### src/rtl/disp_wr_pkg.sv
package disp_wr_pkg;

    typedef struct packed {
        logic [7:0] dat;
        logic       is_data;
        logic       to_slave;
    } wr_item_t;

    typedef enum logic [1:0] {
        PAR_IDLE  = 2'd0,
        PAR_SETUP = 2'd1,
        PAR_STRB  = 2'd2,
        PAR_HOLD  = 2'd3
    } par_state_t;

    typedef enum logic [1:0] {
        SER_IDLE  = 2'd0,
        SER_SHIFT = 2'd1,
        SER_HOLD  = 2'd2
    } ser_state_t;

    // Serial format on the shared bus: data on bit 7, clock on bit 6.
    function automatic logic [7:0] ser_bus(input logic sdo, input logic sck);
        return {sdo, sck, 6'b000000};
    endfunction

endpackage

### src/rtl/disp_wr_par_eng.sv
module disp_wr_par_eng
    import disp_wr_pkg::*;
#(
    parameter int STRB_CLKS = 2
) (
    input  logic clk,
    input  logic rst,
    input  logic go,
    output logic busy,
    output logic strobe
);
    localparam int CW = $clog2(STRB_CLKS + 1);

    par_state_t      st;
    logic [CW-1:0]   cnt;

    always_ff @(posedge clk) begin
        if (rst) begin
            st  <= PAR_IDLE;
            cnt <= '0;
        end else begin
            case (st)
                PAR_IDLE:  if (go) st <= PAR_SETUP;
                PAR_SETUP: begin
                    st  <= PAR_STRB;
                    cnt <= CW'(STRB_CLKS - 1);
                end
                PAR_STRB: begin
                    if (cnt == '0) st <= PAR_HOLD;
                    else           cnt <= cnt - 1'b1;
                end
                default:   st <= PAR_IDLE;
            endcase
        end
    end

    assign busy   = (st != PAR_IDLE);
    assign strobe = (st == PAR_STRB);
endmodule

### src/rtl/disp_wr_ser_eng.sv
module disp_wr_ser_eng
    import disp_wr_pkg::*;
#(
    parameter int SCK_HALF = 1
) (
    input  logic       clk,
    input  logic       rst,
    input  logic       go,
    input  logic [7:0] dat,
    output logic       busy,
    output logic       sck,
    output logic       sdo
);
    localparam int HW = $clog2(SCK_HALF + 1);

    ser_state_t    st;
    logic [7:0]    shreg;
    logic [2:0]    bit_idx;
    logic          phase_hi;
    logic [HW-1:0] hcnt;

    always_ff @(posedge clk) begin
        if (rst) begin
            st       <= SER_IDLE;
            shreg    <= '0;
            bit_idx  <= '0;
            phase_hi <= 1'b0;
            hcnt     <= '0;
        end else begin
            case (st)
                SER_IDLE: if (go) begin
                    st       <= SER_SHIFT;
                    shreg    <= dat;
                    bit_idx  <= 3'd7;
                    phase_hi <= 1'b0;
                    hcnt     <= HW'(SCK_HALF - 1);
                end
                SER_SHIFT: begin
                    if (hcnt != '0) begin
                        hcnt <= hcnt - 1'b1;
                    end else begin
                        hcnt <= HW'(SCK_HALF - 1);
                        if (!phase_hi) begin
                            phase_hi <= 1'b1;
                        end else begin
                            phase_hi <= 1'b0;
                            if (bit_idx == 3'd0) begin
                                st <= SER_HOLD;
                            end else begin
                                bit_idx <= bit_idx - 1'b1;
                                shreg   <= {shreg[6:0], 1'b0};
                            end
                        end
                    end
                end
                default: st <= SER_IDLE;
            endcase
        end
    end

    assign busy = (st != SER_IDLE);
    assign sck  = (st == SER_SHIFT) && phase_hi;
    assign sdo  = shreg[7];
endmodule

### src/rtl/disp_wr_if.sv
module disp_wr_if
    import disp_wr_pkg::*;
#(
    parameter int STRB_CLKS = 2,
    parameter int SCK_HALF  = 1
) (
    input  logic       clk,
    input  logic       rst,
    input  logic       par_sel,
    input  logic       in_valid,
    output logic       in_ready,
    input  logic [7:0] in_dat,
    input  logic       in_is_data,
    input  logic       in_to_slave,
    output logic [7:0] bus_out,
    output logic       dc_out,
    output logic       wr_n,
    output logic       cs_mst_n,
    output logic       cs_slv_n
);
    wr_item_t held;
    logic     accept, p_busy, p_strobe, s_busy, s_sck, s_sdo, active;

    assign accept = in_valid && in_ready;

    always_ff @(posedge clk) begin
        if (rst)         held <= '0;
        else if (accept) held <= '{dat: in_dat, is_data: in_is_data, to_slave: in_to_slave};
    end

    disp_wr_par_eng #(.STRB_CLKS(STRB_CLKS)) par_i (
        .clk    (clk),
        .rst    (rst),
        .go     (accept && par_sel),
        .busy   (p_busy),
        .strobe (p_strobe)
    );

    disp_wr_ser_eng #(.SCK_HALF(SCK_HALF)) ser_i (
        .clk  (clk),
        .rst  (rst),
        .go   (accept && !par_sel),
        .dat  (in_dat),
        .busy (s_busy),
        .sck  (s_sck),
        .sdo  (s_sdo)
    );

    assign active   = p_busy || s_busy;
    assign in_ready = !rst && !active;
    assign wr_n     = !p_strobe;
    assign cs_mst_n = !(active && !held.to_slave);
    assign cs_slv_n = !(active && held.to_slave);
    assign dc_out   = active && held.is_data;

    always_comb begin
        if (p_busy)      bus_out = held.dat;
        else if (s_busy) bus_out = ser_bus(s_sdo, s_sck);
        else             bus_out = 8'h00;
    end
endmodule

### config.mk
export PLATFORM = sky130hd
export DESIGN_NAME = disp_wr_if
export DESIGN_NICKNAME = d
export VERILOG_FILES = /design/src/rtl/disp_wr_pkg.sv /design/src/rtl/disp_wr_par_eng.sv /design/src/rtl/disp_wr_ser_eng.sv /design/src/rtl/disp_wr_if.sv
export SDC_FILE = /design/constraint.sdc
export NUM_CORES = 1
export LEC_CHECK = 0
export BUFFER_PORTS_ARGS = -buffer_cell sky130_fd_sc_hd__buf_4
export CAP_MARGIN = 20
export CORE_UTILIZATION = 55
export CTS_BUF_LIST = sky130_fd_sc_hd__clkbuf_4 sky130_fd_sc_hd__clkbuf_8 sky130_fd_sc_hd__clkbuf_16
export CTS_CLUSTER_SIZE = 30
export DETAILED_ROUTE_END_ITERATION = 6
export HOLD_SLACK_MARGIN = 0.05
export PLACE_DENSITY_LB_ADDON = 0.12
export SKIP_CTS_REPAIR_TIMING = 1
export SYNTH_ARGS = -nofsm -noshare
export SYNTH_HDL_FRONTEND = slang
export SYNTH_HIERARCHICAL = 1
export SYNTH_SLANG_ARGS = --single-unit
### constraint.sdc
create_clock -name clk -period 3.55 [get_ports clk]
set_clock_uncertainty 0.2 [all_clocks]
set_input_delay 0.1775 -clock clk [delete_from_list [all_inputs] [get_ports clk]]
set_output_delay 0.1775 -clock clk [all_outputs]
set_load 0.02 [all_outputs]
==> results.ini <==
[global_route]
grt_usage_pct = 18.6
antenna_found_initial = 0
grt_pass1_vias = 1119
grt_max_degree = 40
grt_pass1_wl_mm = 4.66
grt_overflow_total = 0

[yosys]
async_reset_ff_share_pct = 0
synth-seq-cells = 28
seq_area_frac_synth_pct = 35.9
syn-num-nets = 180
synthCells = 159
synth.avg_cell_area_um2 = 9.82
yosys-top-cells-count = dfxtp_1, nand2b_1, mux2i_1, inv_1, nor3_1
synth.yosys.warnings = 6
synth_top_area_share_pct = 35.9
ys_top_cells_by_area = dfxtp_1, mux2i_1, nand2b_1
synth_ff_type = dfxtp_1
synth.distinct_cells = 37
yosys.area.top_type = dfxtp_1
synth_edf_count = 0
synth.most_common_cell = dfxtp_1
synthesis.area_um2 = 1560

[placed_design]
portBuffers = 26
gp_routability_congestion = 0.721
dp.cells = 207
post-dp-hpwl_mm = 1.94

[clocking]
clk_latency_ns = 0.33
cts.sinks = 28
cts_inserted_buffers = 3
cts_tree = built
ctsLongestPathBuffers = 2
path_clk_slew_ns = 0.15
root_buffer = clkbuf_4
h-tree-depth = 1

[setup_path]
slowest_delay_ns = 0.53
path_max_fanout = 13
critical_path_arrival_ns = 2.83
timing.rr.start = ser_i/st[0]$_SDFFE_PP0P_
cp-end-kind = register
start_kind = register
crit_slowest_cell = dfxtp_1
path_buf_inv = 0
crit_type = reg -> reg
worstPathRequired_ns = 3.56
regToRegSetupSlack_ns = 0.73
rr_worst_depth = 6
path_cells = or2_2, nor3_1, and3b_1, nor3b_4, or2_1, a211oi_2
r2r-end = ser_i/shreg[3]$_SDFFE_PP0P_
cp_top_family = simple AND/OR/NAND/NOR gates

[sta]
final_hold_viol_count = 0
rsz0062_at_grt = no
finalSetupTns_ns = 0
drv_slew = 0
max_freq_mhz = 354
slew_headroom_pct = 31.5
worst_slew_pin_slew_ns = 1.02
hold_slack_ns = 0.0364
final.min_clock_period_ns = 2.82
finalCritPeriodShare_pct = 79.5
setup-violations-final = 0

[cells_and_area]
stdcell_count = 221
layout.nets = 213
drive_above_1_share_pct = 24.6
antenna_cells = 0
area_delta_synth_final_pct = 20.9
n_fill_cell = 205

[floorplanning]
design.core.area_um2 = 2590
die_w_um = 55.3
initial_core_util_pct = 60.3
die_y_um = 55.3
ios = 27
row_count = 18
die_area_um2 = 3060

[power]
p_per_area_nw_per_um2 = 498
p_switching_mw = 0.308
power_frac_seq_pct = 42.0
power.leakage_nw = 0.745
irDropWorstVdd_uv = 350
p_comb_share_pct = 35.7
clkPwrFrac_pct = 22.3
power.internal_mw = 0.632
p_sw_share_pct = 32.8

[routing]
drtIter0Drc = 26
detail_route.vias_per_cell = 5.22
drcViolationCount = 0
vias = 1154
routed_wl_mm = 2.79
drt_pre_antenna_iters = 4
postRouteAntennaNets = 0
drt-wirelength-per-cell_um = 12.6

[worst_hold_path]
whs_endpoint = par_i/st[1]$_SDFFE_PP0P_
min_from = rst
whs_path_depth = 2
hold_path_class = in -> reg

[run_status]
status = finished, final reports clean

[job]
maxCapViolCount = 0

## metrics by stage
stage	utilization (%)	cell area [µm²]	worst slack (ns)	power, mW
2_1_floorplan	-	1560	0.823	0.648
3_3_place_gp	67.0	1740	0.861	0.716
3_5_place_dp	67.0	1740	0.759	0.729
4_1_cts	69.0	1790	0.734	0.940
5_1_grt	72.9	1890	0.538	0.994
6_report	72.9	1890	0.728	0.939
## flip-flops by register name (all words and copies together), names as in the netlist
name,count
held,10
ser_i/shreg,8
ser_i/bit_idx,3
par_i/cnt,2
par_i/st,2
ser_i/st,2
ser_i/phase_hi,1
## cells in the final DEF, fill, tap and decap left out, drive strengths merged, types with 2 or more instances in the layout
cell type / Yosys / final
o21a: 4 / 4
a21oi: 6 / 6
o21bai: 2 / 2
nor3b: 3 / 3
nand3: 2 / 2
dfxtp: 28 / 28
or2: 2 / 2
and2: 7 / 7
ha: 7 / 7
nand2: 5 / 5
mux2i: 18 / 18
a211oi: 9 / 9
inv: 10 / 10
a311oi: 2 / 2
buf: 6 / 26
nand2b: 23 / 23
o21ai: 3 / 3
clkbuf: 2 / 3
nor2: 3 / 3
and3b: 2 / 2
nor3: 8 / 8
dlygate4sd3: 0 / 10
## worst register-to-register path, cell delays in order (launching register included)
cell and delay [ns]:
dfxtp_1 0.53, or2_2 0.44, nor3_1 0.30, and3b_1 0.25
nor3b_4 0.38, or2_1 0.47, a211oi_2 0.13
## power groups by stage
stage               clock [mW]  sequential [mW]  combinational (mW)
global placement             0            0.400               0.316
floorplan                    0            0.391               0.257
detailed placement           0            0.402               0.327
CTS                      0.216            0.395               0.329
finish                   0.210            0.394               0.336
global route             0.224            0.402               0.368
## worst max-delay path by stage
stage / startpoint / end / slack [ns] / cells past startpoint
floorplan: ser_i/st[0]$_SDFFE_PP0P_ / ser_i/shreg[1]$_SDFFE_PP0P_ / 0.82 / 8
detailed placement: ser_i/st[0]$_SDFFE_PP0P_ / ser_i/shreg[6]$_SDFFE_PP0P_ / 0.76 / 6
global placement: ser_i/st[0]$_SDFFE_PP0P_ / ser_i/shreg[4]$_SDFFE_PP0P_ / 0.86 / 6
CTS: ser_i/st[0]$_SDFFE_PP0P_ / ser_i/shreg[1]$_SDFFE_PP0P_ / 0.73 / 6
global route: ser_i/st[0]$_SDFFE_PP0P_ / ser_i/shreg[1]$_SDFFE_PP0P_ / 0.54 / 6
finish: ser_i/st[0]$_SDFFE_PP0P_ / ser_i/shreg[3]$_SDFFE_PP0P_ / 0.73 / 6
## cells by family (layout without fill, tap and decap cells)
kind of cell               Yosys count  count (layout)  share of synthesized area [%]
and+or+nand+nor                     59              59                           25.2
AOI/OAI and AO/OA                   29              29                           15.6
DFF                                 28              28                           35.9
muxes                               18              18                           11.5
buffers and inverters               18              50                           6.17
adders and majority gates            7               7                           5.61
## layout make-up
class | instances | area [µm²] | share of cell area, %
Clock buffer | 3 | 22.5 | 1.19
Sequential cell | 28 | 561 | 29.7
Inverter | 10 | 37.5 | 1.99
Clock inverter | 1 | 30.0 | 1.59
Tap cell | 30 | 37.5 | 1.99
Multi-Input combinational cell | 113 | 905 | 47.9
Timing Repair Buffer | 36 | 295 | 15.6
## layer usage
layer	share of wire, %	GRT usage (%)	vias up
met4	0.36	6.43	0
met3	2.4	2.34	2
met1	50	24.3	531
li1	-	-	606
met2	47	31.5	15
met5	0	0	-
Power figures use the tool's default switching activity.
